`config.mk`:
```
export PLATFORM = sky130hd
export DESIGN_NAME = dma_regfile
export DESIGN_NICKNAME = d
export VERILOG_FILES = /design/src/rtl/dma_regs_pkg.sv /design/src/rtl/dma_chan.sv /design/src/rtl/dma_ctl.sv /design/src/rtl/dma_regfile.sv
export SDC_FILE = /design/constraint.sdc
export NUM_CORES = 1
export LEC_CHECK = 0
export BUFFER_PORTS_ARGS = -buffer_cell sky130_fd_sc_hd__buf_2
export CAP_MARGIN = 5
export CELL_PAD_IN_SITES_DETAIL_PLACEMENT = 1
export CELL_PAD_IN_SITES_GLOBAL_PLACEMENT = 1
export CORE_MARGIN = 1.5
export CORE_UTILIZATION = 51
export CTS_CLUSTER_SIZE = 20
export DETAILED_ROUTE_END_ITERATION = 8
export HOLD_SLACK_MARGIN = 0.12
export MAX_ROUTING_LAYER = met4
export PLACE_DENSITY = 0.86
export SYNTH_ARGS = -nofsm -noshare
export SYNTH_HDL_FRONTEND = slang
export SYNTH_HIERARCHICAL = 1
export SYNTH_SLANG_ARGS = --single-unit
```
`constraint.sdc`:
```
create_clock -name clk -period 6.18 [get_ports clk]
set_input_delay 0.618 -clock clk [delete_from_list [all_inputs] [get_ports clk]]
set_output_delay 0.618 -clock clk [all_outputs]
set_load 0.01 [all_outputs]
```
`src/rtl/dma_regs_pkg.sv`:
```
package dma_regs_pkg;

    localparam int NCH    = 4;
    localparam int CH_W   = $clog2(NCH);
    localparam int BYTE_W = 8;
    localparam int WORD_W = 2 * BYTE_W;
    localparam int OFF_W  = 4;

    // Control port offsets (upper half of the port space)
    localparam logic [OFF_W-1:0] OFF_CMDSTAT = 4'd8;
    localparam logic [OFF_W-1:0] OFF_SMASK   = 4'd10;
    localparam logic [OFF_W-1:0] OFF_MODE    = 4'd11;
    localparam logic [OFF_W-1:0] OFF_PTRCLR  = 4'd12;
    localparam logic [OFF_W-1:0] OFF_MCLR    = 4'd13;
    localparam logic [OFF_W-1:0] OFF_UNMASK  = 4'd14;
    localparam logic [OFF_W-1:0] OFF_MASKLD  = 4'd15;

    // Working view of one channel
    typedef struct packed {
        logic [WORD_W-1:0] addr;
        logic [WORD_W-1:0] cnt;
    } chan_view_t;

    // Decoded port access
    typedef struct packed {
        logic chan_port;
        logic [CH_W-1:0] chan;
        logic is_cnt;
    } port_sel_t;

    function automatic logic mode_reload(logic [BYTE_W-1:0] d);
        return d[4];
    endfunction

    function automatic logic mode_cascade(logic [BYTE_W-1:0] d);
        return d[7:6] == 2'b11;
    endfunction

    function automatic logic [BYTE_W-1:0] pick_byte(logic [WORD_W-1:0] w, logic hi);
        return hi ? w[WORD_W-1:BYTE_W] : w[BYTE_W-1:0];
    endfunction

endpackage

```
`src/rtl/dma_chan.sv`:
```
module dma_chan
    import dma_regs_pkg::*;
(
    input  logic              clk,
    input  logic              rst,
    input  logic              wr_addr,
    input  logic              wr_cnt,
    input  logic              hi_sel,
    input  logic [BYTE_W-1:0] wdata,
    input  logic              mode_we,
    input  logic              step,
    output chan_view_t        view,
    output logic              reload_en,
    output logic              cascade,
    output logic              tc_hit
);

    chan_view_t base_q, cur_q;
    logic       at_zero;

    assign at_zero = (cur_q.cnt == '0);
    assign tc_hit  = step && at_zero && !wr_cnt;
    assign view    = cur_q;

    always_ff @(posedge clk) begin
        if (rst) begin
            base_q    <= '0;
            cur_q     <= '0;
            reload_en <= 1'b0;
            cascade   <= 1'b0;
        end else begin
            if (mode_we) begin
                reload_en <= mode_reload(wdata);
                cascade   <= mode_cascade(wdata);
            end
            // Transfer step; host writes below take precedence
            if (step) begin
                if (!at_zero) begin
                    cur_q.cnt <= cur_q.cnt - 1'b1;
                end else if (reload_en) begin
                    cur_q <= base_q;
                end else begin
                    cur_q.cnt <= '1;
                end
            end
            if (wr_addr) begin
                if (hi_sel) begin
                    base_q.addr[WORD_W-1:BYTE_W] <= wdata;
                    cur_q.addr[WORD_W-1:BYTE_W]  <= wdata;
                end else begin
                    base_q.addr[BYTE_W-1:0] <= wdata;
                    cur_q.addr[BYTE_W-1:0]  <= wdata;
                end
            end
            if (wr_cnt) begin
                if (hi_sel) begin
                    base_q.cnt[WORD_W-1:BYTE_W] <= wdata;
                    cur_q.cnt[WORD_W-1:BYTE_W]  <= wdata;
                end else begin
                    base_q.cnt[BYTE_W-1:0] <= wdata;
                    cur_q.cnt[BYTE_W-1:0]  <= wdata;
                end
            end
        end
    end

endmodule

```
`src/rtl/dma_ctl.sv`:
```
module dma_ctl
    import dma_regs_pkg::*;
(
    input  logic              clk,
    input  logic              rst,
    input  logic              ptr_toggle,
    input  logic              ptr_clr,
    input  logic              mclr,
    input  logic              cmd_we,
    input  logic              smask_we,
    input  logic              unmask_all,
    input  logic              mask_ld,
    input  logic              stat_rd,
    input  logic [BYTE_W-1:0] wdata,
    input  logic [NCH-1:0]    tc_hit,
    output logic              byte_hi,
    output logic [NCH-1:0]    mask,
    output logic [NCH-1:0]    tc_flags,
    output logic [BYTE_W-1:0] cmd
);

    always_ff @(posedge clk) begin
        if (rst || mclr) begin
            byte_hi  <= 1'b0;
            mask     <= '1;
            tc_flags <= '0;
            cmd      <= '0;
        end else begin
            if (ptr_clr)         byte_hi <= 1'b0;
            else if (ptr_toggle) byte_hi <= !byte_hi;

            if (cmd_we) cmd <= wdata;

            if (unmask_all)   mask <= '0;
            else if (mask_ld) mask <= wdata[NCH-1:0];
            else if (smask_we) mask[wdata[CH_W-1:0]] <= wdata[2];

            // New flags win over the clear-on-read
            tc_flags <= (stat_rd ? '0 : tc_flags) | tc_hit;
        end
    end

endmodule

```
`src/rtl/dma_regfile.sv`:
```
module dma_regfile
    import dma_regs_pkg::*;
(
    input  logic              clk,
    input  logic              rst,
    input  logic [OFF_W-1:0]  io_addr,
    input  logic              io_wr,
    input  logic              io_rd,
    input  logic [BYTE_W-1:0] io_wdata,
    output logic [BYTE_W-1:0] io_rdata,
    input  logic              xfer_strobe,
    input  logic [CH_W-1:0]   xfer_chan,
    output logic [NCH-1:0]    mask_o,
    output logic [NCH-1:0]    cascade_o,
    output logic [BYTE_W-1:0] cmd_o
);

    port_sel_t      sel;
    logic           byte_hi;
    logic [NCH-1:0] tc_hit, tc_flags, mask;
    chan_view_t     views [NCH];

    assign sel.chan_port = !io_addr[OFF_W-1];
    assign sel.chan      = io_addr[CH_W:1];
    assign sel.is_cnt    = io_addr[0];

    dma_ctl u_ctl (
        .clk        (clk),
        .rst        (rst),
        .ptr_toggle (sel.chan_port && (io_wr || io_rd)),
        .ptr_clr    (io_wr && io_addr == OFF_PTRCLR),
        .mclr       (io_wr && io_addr == OFF_MCLR),
        .cmd_we     (io_wr && io_addr == OFF_CMDSTAT),
        .smask_we   (io_wr && io_addr == OFF_SMASK),
        .unmask_all (io_wr && io_addr == OFF_UNMASK),
        .mask_ld    (io_wr && io_addr == OFF_MASKLD),
        .stat_rd    (io_rd && io_addr == OFF_CMDSTAT),
        .wdata      (io_wdata),
        .tc_hit     (tc_hit),
        .byte_hi    (byte_hi),
        .mask       (mask),
        .tc_flags   (tc_flags),
        .cmd        (cmd_o)
    );

    for (genvar i = 0; i < NCH; i++) begin : g_ch
        logic hit_me;
        logic unused_reload;
        assign hit_me = io_wr && sel.chan_port && (sel.chan == CH_W'(i));

        dma_chan u_chan (
            .clk       (clk),
            .rst       (rst),
            .wr_addr   (hit_me && !sel.is_cnt),
            .wr_cnt    (hit_me && sel.is_cnt),
            .hi_sel    (byte_hi),
            .wdata     (io_wdata),
            .mode_we   (io_wr && io_addr == OFF_MODE && io_wdata[CH_W-1:0] == CH_W'(i)),
            .step      (xfer_strobe && xfer_chan == CH_W'(i) && !mask[i]),
            .view      (views[i]),
            .reload_en (unused_reload),
            .cascade   (cascade_o[i]),
            .tc_hit    (tc_hit[i])
        );
    end

    assign mask_o = mask;

    always_comb begin
        io_rdata = '0;
        if (sel.chan_port) begin
            io_rdata = pick_byte(sel.is_cnt ? views[sel.chan].cnt : views[sel.chan].addr, byte_hi);
        end else if (io_addr == OFF_CMDSTAT) begin
            io_rdata = {{(BYTE_W-NCH){1'b0}}, tc_flags};
        end
    end

endmodule

```
======== Word level (Yosys, flattened, before mapping) ========
Index checks and enable logic that the tools add are counted.
Widths: inputs -> output; s select.
storage, ports and cells
  bits of input ports ..................... 19
  flip-flop bits (word level) ............. 281
  logic and storage cells ................. 202
  output and inout bits ................... 24
operators by class
  add/subtract/negate cells ............... 4
  multiplexer cells ....................... 58
  magnitude comparators ................... 3
  reduce and logical (&&, ||, !) cells .... 81
  bitwise gates (word level) .............. 3
  equal/unequal tests ..................... 17
operators by type and width
  kind                   count
  $mux 16                25
  $mux 32                6
  $mux 8                 18
  $bmux 32 s2            1
  $logic_not 16->1       4
  $sub 16x1->16 const B  4
  $logic_and 1x1->1      43
  $reduce_and 2->1       16
  $eq 4x4->1 const B     7
  $mux 4                 5
  $eq 2x2->1 const B     7
  $logic_not 1->1        11
  $eq 2x1->1 const B     3
  $logic_not 2->1        3
  $bwmux 4               1
  $or 4x4->4             1
  $ge 3x3->1 const B     1
  $lt 2x3->1 const B     1
  $not 2->3              1
  $reduce_bool 3->1      1
  $demux 1 s2            1
  $ge 2x1->1 const B     1
  $logic_or 1x1->1       2
  $reduce_or 2->1        1
  2 further kinds        2

======== Logic depth before layout (Yosys ltp) ========
Gate-level depths: netlist (run 1).
  depth in word-level cells ............... 8
  gate-level depth with buffers ........... 11
  depth with buffers taken out ............ 8

======== Cells and area by module ========
The synthesis (run 1) kept the hierarchy.
modules (own cells, without submodules)
  module                         area an instance (um^2)  seq. area each (um^2)  cells an instance  times used
  dma_chan (g_ch[1].u_chan ...)  3118.0                   1321.3                 412                3
  dma_chan (g_ch[0].u_chan)      3244.4                   1321.3                 429                1
  dma_regfile                    1317.5                   0.0                    144                1
  dma_ctl                        685.7                    340.3                  69                 1

======== Worst setup path after synthesis (run 1) ========
No wires, ideal clock.
  path type ............................... input port to flip-flop
  from .................................... input xfer_chan[1]
  to ...................................... register g_ch[1].u_chan.cur_q (netlist bit g_ch[1].u_chan/view[1])
  setup slack ............................. 3.211 ns
  stages .................................. 7
  arrival ................................. 2.841 ns
  required time ........................... 6.052 ns
  path through ............................ nor4bb_1 -> clkinv_1 -> or4_4 -> or2_1 -> buf_6 -> o221ai_1 -> o22ai_1
on the way
  cells in the longest elaborated chain, start to end .. 6
ends and longest elaborated chain
  item                                 line               source
  from (decl)                          dma_regfile.sv:12  input logic [CH_W-1:0] xfer_chan,
  $eq 2x1->1 (*)                       dma_regfile.sv:59  .step (xfer_strobe && xfer_chan == CH_W'(i) && !mask[i]),
  $logic_and 1x1->1 (*) (2 in series)  dma_regfile.sv:59
  $mux 32 (*)                          dma_chan.sv:37     if (step) begin
  $mux 8                               dma_chan.sv:56     if (hi_sel) begin
  $mux 16 (*)                          dma_chan.sv:55     if (wr_cnt) begin
  to (signal assigned)                 dma_chan.sv:41     cur_q <= base_q;
  to (decl)                            dma_chan.sv:18     chan_view_t base_q, cur_q;
Mark *: on every way between the ends. The rest lies on a longest branch, timed or not.
A chain may end at the register's enable or synchronous reset.

======== Final worst setup path (run 1) ========
  from .................................... register u_ctl.mask[3]
  to ...................................... register g_ch[3].u_chan.cur_q (netlist bit g_ch[3].u_chan/view[9])
on the way
  cells in the longest elaborated chain, start to end .. 5
ends and longest elaborated chain
  item                               line               source
  from (decl)                        dma_ctl.sv:17      output logic [NCH-1:0] mask,
  from (signal assigned)             dma_ctl.sv:35      else if (mask_ld) mask <= wdata[NCH-1:0];
  from (signal, indexed assignment)  dma_ctl.sv:36      else if (smask_we) mask[wdata[CH_W-1:0]] <= wdata[2];
  $logic_not 1->1 (*)                dma_regfile.sv:59
  $logic_and 1x1->1 (*)              dma_regfile.sv:59
  $mux 32 (*)                        dma_chan.sv:37
  $mux 8                             dma_chan.sv:56
  $mux 16 (*)                        dma_chan.sv:55
  to (signal assigned)               dma_chan.sv:41
  to (decl)                          dma_chan.sv:18
Marks and branches as above.

==> metrics.yaml, run 1 <==
floorplanning:
  ios: 43
  fp.dieH_um: 172
  rows: 61
  core_area_sq_um: 28000
  start_util_pct: 52.1
  die_w_um: 172
  die_area_sq_um: 29700
layout:
  final_cells: 2217
  drive_gt1_share_pct: 9.74
  fin_util_pct: 56.7
  nNetsFinal: 1842
  layout_commonest_cell: "nand2_1"
  area_delta_synth_final_pct: 8.75
  fillCellCount: 3458
  final_cell_mix: "451 x nand2_1, 281 x dfxtp_1, 196 x nor2_1"
  seqCellArea_sq_um: 5630
  multi_input_area_sq_um: 8240
synth:
  syn_avg_cell_area_sq_um: 7.78
  syn-num-nets: 1905
  synth_compound_area_share_pct: 21.5
  synth_area_leaders: "dfxtp_1 39%, nand2_1 12%, a21oi_1 6.5%"
  netlist_area_sq_um: 14600
  ys.flop_type: "dfxtp_1"
  synth_top_area_share_pct: 38.5
  synth-edff-count: 0
  yosys_warnings: 6
  yosys.area.top_type: "dfxtp_1"
  synth_cell_type_count: 79
  synth_top_family_by_area: "simple AND/OR/NAND/NOR gates"
  synth_seq_cells: 281
  ys_async_sr_fraction_pct: 0
  synthSimpleGateAreaFrac_pct: 27.6
  yosysSeqAreaShare_pct: 38.5
  synth.mux.area_fraction_pct: 6.30
  synthCells: 1878
  synthAdderAreaFrac_pct: 0.686
  synthXorXnorAreaFrac_pct: 0.120
sta:
  clock-skew-final_ps: 9.50
  fmax_mhz: 267
  setup_viol: 0
  final_max_slew_viol_count: 0
  period_minus_slack_ps: 3740
  slew_headroom_pct: 25.2
  hold_viol: 0
  setup_tns_ps: 0
  worst_pin_slew_ps: 1120
  post-route-period-util_pct: 60.6
  whs_ps: 454
  grt_setup_unrepaired: "false"
drt:
  drc: 0
  avgViaCountPerCell: 6.51
  first_iter_violations: 1504
  routed_wl_um: 52000
  dr.pass1.iters: 5
  wl_per_cell_um: 23.5
  vias: 14400
  drtAntennaViolNets: 0
grt:
  grt_use_total_pct: 35.8
  antenna_found_initial: 1
  grt_max_degree: 116
  grt_pass1_vias: 14400
  grt_pass1_wl_um: 80100
  grt.overflow.total: 0
critical_path:
  regToRegEndpoint: "g_ch[3].u_chan/view[9]"
  rr_worst_depth: 6
  required_ps: 6610
  start_kind: "flop"
  startpoint: "u_ctl/mask[3]"
  critPathArrivalTime_ps: 4170
  reg2reg_from: "u_ctl/mask[3]"
  cp_max_fo: 21
  crit_path_end_kind: "flop"
  crit_end: "g_ch[3].u_chan/view[9]"
  crit_type: "reg2reg"
  regToRegSetupSlack_ps: 2440
placed_design:
  gp_congestion: 0.932
  io_buffers: 42
  dp_hpwl_um: 33500
  placed_cells: 2160
cts:
  cts_tree: "done"
  cts.htree.levels: 1
  root_buffer: "clkbuf_16"
  clkSinkCount: 281
  post_cts_buffers: 0
  cts_made_buffers: 31
  ctsLongestPathBuffers: 3
  holdBufCountCts: 0
  post_cts_resized: 0
  clkTransAtPathRegs_ps: 60
  clk_latency_ps: 580
worst_hold_path:
  min_path_type: "reg2reg"
run:
  cap_violations: 0
pwr:
  sw_frac_of_total_pct: 25.3
  p_comb_share_pct: 9.0
  p_per_area_nw_per_um2: 276
  p_leak_nw: 5.45
  ir_worst_vdd_mv: 0.218
  p_seq_share_pct: 43.0
  p_switching_w: 0.00111
  p_int_w: 0.00327
  power_w: 0.00437
  power.share.clock_pct: 48.0
run_status:
  outcome: "finished clean"
==> power groups by stage <==
stage          logic, W  registers, W  clock network [W]
5_1_grt        0.000422       0.00188            0.00219
4_1_cts        0.000386       0.00188            0.00212
3_5_place_dp   0.000381       0.00192                  0
3_3_place_gp   0.000370       0.00192                  0
2_1_floorplan  0.000282       0.00190                  0
6_report       0.000395       0.00188            0.00210
==> synth_stat cells (16+ instances only) <==
cell type	count
nand2_1	451
dfxtp_1	281
nor2_1	196
a21oi_1	189
clkbuf_1	95
a311oi_1	65
o21ai_0	44
nand3_1	36
nand2b_1	33
nor3_1	30
mux2i_1	27
o22ai_1	24
mux4_2	20
o221ai_1	19
a211oi_1	17
inv_1	17
nor4_1	17
a21boi_0	16
==> flip-flops by register name, indices dropped and copies added, names as in the netlist <==
| register | flops |
|---|---|
| u_ctl/cmd | 8 |
| g_ch.u_chan/cascade | 4 |
| u_ctl/tc_flags | 4 |
| u_ctl/byte_hi | 1 |
| g_ch.u_chan/view | 128 |
| g_ch.u_chan/base_q | 128 |
| g_ch.u_chan/reload_en | 4 |
| u_ctl/mask | 4 |
==> logic make-up (layout without fill, tap and decap cells) <==
kind of cell,Yosys count,after routing
buffers and inverters,169,129
AOI/OAI and AO/OA,471,471
muxes,62,62
and+or+nand+nor,885,885
adders and majority gates,8,8
xor gates and xnor gates,2,2
DFF,281,281
other,0,1
==> layout make-up <==
class / count / area share [%]
Multi-Input combinational cell: 1428 / 51.9
Antenna cell: 1 / 0.0158
Timing Repair Buffer: 53 / 1.90
Clock inverter: 15 / 1.69
Tap cell: 378 / 2.98
Inverter: 20 / 0.473
Sequential cell: 281 / 35.4
Clock buffer: 41 / 5.63
==> metrics by stage <==
stage | setup WS [ps] | area (sq um)
after floorplan | 3210 | 14600
after global placement | 2270 | 14700
after detailed placement | 2020 | 14700
after CTS | 2490 | 15900
after global routing | 2320 | 15900
final | 2440 | 15900
==> critical path: stages, from the launching register on <==
cell	delay (ps)
dfxtp_1	360
nor3b_2	890
clkinv_1	580
or4_4	730
or2_1	560
o21ai_0	330
o22ai_1	120
==> worst min path at each step <==
stage                                          from                        end  slack, ps  cells after the start
after floorplan            g_ch[1].u_chan/base_q[8]   g_ch[1].u_chan/base_q[8]        430                      2
after global placement    g_ch[2].u_chan/base_q[13]  g_ch[2].u_chan/base_q[13]        440                      2
after detailed placement  g_ch[2].u_chan/base_q[13]  g_ch[2].u_chan/base_q[13]        450                      2
after CTS                  g_ch[0].u_chan/base_q[8]   g_ch[0].u_chan/base_q[8]        460                      2
after global routing      g_ch[2].u_chan/base_q[30]  g_ch[2].u_chan/base_q[30]        470                      2
final                      g_ch[0].u_chan/base_q[8]   g_ch[0].u_chan/base_q[8]        450                      2
==> per-layer routing <==
metal / up-vias / track usage [%] / routed length [um]
met5: - / - / 0
met4: 0 / 17.1 / 2700
met3: 163 / 5.10 / 3310
met2: 571 / 58.9 / 24700
met1: 7126 / 43.3 / 21300
li1: 6565 / - / -
Power figures use the tool's default switching activity.
==> run 2, diff against run 1 <==
--- a/config.mk
+++ b/config.mk
@@ -10,12 +10,12 @@
 export CELL_PAD_IN_SITES_DETAIL_PLACEMENT = 1
 export CELL_PAD_IN_SITES_GLOBAL_PLACEMENT = 1
 export CORE_MARGIN = 1.5
-export CORE_UTILIZATION = 51
+export CORE_UTILIZATION = 47
 export CTS_CLUSTER_SIZE = 20
 export DETAILED_ROUTE_END_ITERATION = 8
 export HOLD_SLACK_MARGIN = 0.12
 export MAX_ROUTING_LAYER = met4
-export PLACE_DENSITY = 0.86
+export PLACE_DENSITY = 0.8
 export SYNTH_ARGS = -nofsm -noshare
 export SYNTH_HDL_FRONTEND = slang
 export SYNTH_HIERARCHICAL = 1
==> constraint.sdc (replaced) <==
create_clock -name clk -period 3.7 [get_ports clk]
set_input_delay 0.37 -clock clk [delete_from_list [all_inputs] [get_ports clk]]
set_output_delay 0.37 -clock clk [all_outputs]
set_load 0.01 [all_outputs]
==> run 2 against run 1 <==
  * Largest power group unchanged
  * Clock-buffer cell count grew 5
  * Final cell count grew 2.0%
  * Sequential share of layout area shrank 0.36 points
  * Register-to-register slack lost 1500 ps
  * Combinational power grew 71%
  * Non-clock buffer count grew 22
  * First-iteration DRC count shrank 18%
  * Utilization shrank 4.2 points
  * Sequential power grew 67%
  * Sequential cell count is the same
  * Via count grew 0.69%
  * Routed wire length grew 0.92%
==> metrics.yaml, run 2 (synthesis results as in run 1) <==
floorplanning:
  die_w_um: 179
  die_area_sq_um: 32100
  core_area_sq_um: 30600
  start_util_pct: 47.7
  ios: 43
  fp.dieH_um: 179
  rows: 64
critical_path:
  crit_path_end_kind: "output pin"
  cp_slowest_cell: "buf_4"
  cp_top_family: "buffers and inverters"
  cp_max_fo: 32
  path_buf_inv: 3
  required_ps: 3330
  crit_type: "in2out"
  critPathArrivalTime_ps: 2550
  crit_chain: "buf_2 > buf_4 > mux2_2 > o22ai_1 > nor2_1 > a221o_1 > buf_2"
  path_common_cell: "buf_2"
  start_kind: "input port"
  slowest_delay_ps: 500
drt:
  wl_per_cell_um: 23.2
  first_iter_violations: 1235
  drc: 0
  avgViaCountPerCell: 6.42
  drtAntennaViolNets: 0
  vias: 14500
  routed_wl_um: 52500
  dr.pass1.iters: 5
pwr:
  p_seq_share_pct: 43.7
  power.share.clock_pct: 46.9
  p_int_w: 0.00528
  p_comb_share_pct: 9.4
  p_leak_nw: 5.53
  sw_frac_of_total_pct: 26.6
  ir_worst_vdd_mv: 0.393
  p_per_area_nw_per_um2: 448
  p_switching_w: 0.00191
cts:
  clkTransAtPathRegs_ps: 60
  cts_tree: "done"
  ctsLongestPathBuffers: 3
  clkSinkCount: 281
  cts.htree.levels: 2
  cts_made_buffers: 34
  post_cts_buffers: 0
  holdBufCountCts: 0
  clk_latency_ps: 530
  post_cts_resized: 0
  root_buffer: "clkbuf_16"
grt:
  antenna_found_initial: 2
  grt_use_total_pct: 33.9
  grt_pass1_wl_um: 82000
  grt.overflow.total: 0
  grt_pass1_vias: 14300
  grt_max_degree: 125
sta:
  period_minus_slack_ps: 2920
  clock-skew-final_ps: 17.1
  fmax_mhz: 342
  hold_viol: 0
  worst_pin_slew_ps: 1070
  slew_headroom_pct: 29.0
  setup_tns_ps: 0
  post-route-period-util_pct: 79.0
  final_max_slew_viol_count: 0
  setup_slack_ps: 776
  grt_setup_unrepaired: "false"
  setup_viol: 0
layout:
  stdcell_area_sq_um: 16000
  nNetsFinal: 1867
  final_cell_mix: "451 x nand2_1, 281 x dfxtp_1, 196 x nor2_1"
  layout_commonest_cell: "nand2_1"
  drive_gt1_share_pct: 10.8
  area_delta_synth_final_pct: 9.86
  fillCellCount: 3811
placed_design:
  placed_area_sq_um: 14900
  dp_hpwl_um: 34900
  place_ws_ps: 764
  io_buffers: 42
  gp_congestion: 0.925
run_status:
  outcome: "finished clean"
worst_hold_path:
  min_path_type: "in2reg"
run:
  cap_violations: 0
## run 2: cell types whose count changed in the layout (fill, tap and decap cells not counted), moves of 2 or more
cell,change
clkinv_8,+2
buf_4,+21
clkinvlp_4,+2
bufinv_16,-5
clkbuf_1,+4
clkbuf_8,-3
clkbuf_16,+4
## run 2: layout make-up
| type | count | area, sq um | area share, % |
|---|---|---|---|
| tap | 396 | 495 | 3.09 |
| antenna | 2 | 5.00 | 0.0312 |
| multi-input combinational | 1428 | 8240 | 51.4 |
| timing repair buffer | 75 | 479 | 2.99 |
| sequential | 281 | 5630 | 35.1 |
| inverter | 20 | 75.1 | 0.468 |
| clock inverter | 14 | 155 | 0.967 |
| clock buffer | 46 | 967 | 6.03 |
## run 2: worst min-delay path, delay by kind of cell
kind,cells,cell delay (ps)
buffers and inverters,1,210
and+or+nand+nor,1,100
AOI/OAI and AO/OA,1,50
## run 2: path summary, 6_finish.rpt
| kind | startpoint | to | slack (ps) | cells past startpoint |
|---|---|---|---|---|
| worst max-delay path | io_addr[2] | io_rdata[3] | 780 | 7 |
| worst min-delay path | io_wdata[2] | g_ch[1].u_chan/base_q[10] | 270 | 3 |
| worst min register to register | g_ch[3].u_chan/base_q[6] | g_ch[3].u_chan/base_q[6] | 450 | 2 |
| worst max register to register | u_ctl/mask[1] | g_ch[1].u_chan/view[1] | 930 | 7 |
## run 2: per-stage QoR
| stage | hold WS, ps | utilization [%] | total power, W | std cells |
|---|---|---|---|---|
| finish | 267 | 52.4 | 0.00718 | 2262 |
| global route | 295 | 52.4 | 0.00741 | 2262 |
| CTS | 261 | 52.4 | 0.00722 | 2260 |
| detailed placement | 447 | 48.8 | 0.00386 | 2200 |
| global placement | 440 | 48.8 | 0.00384 | 2200 |
| floorplan | 431 | - | 0.00364 | 1878 |
## run 2: power groups by stage
stage	clock (W)	combinational (W)	sequential (W)
floorplan	0	0.000471	0.00317
global placement	0	0.000641	0.00320
detailed placement	0	0.000656	0.00320
CTS	0.00342	0.000664	0.00313
global route	0.00354	0.000727	0.00314
finish	0.00337	0.000675	0.00314
## run 2: routing by layer
layer / global-route usage (%) / wire (um)
met1: 43.5 / 22600
met2: 54.0 / 24800
met3: 4.28 / 3110
met4: 13.6 / 1930
met5: - / 0
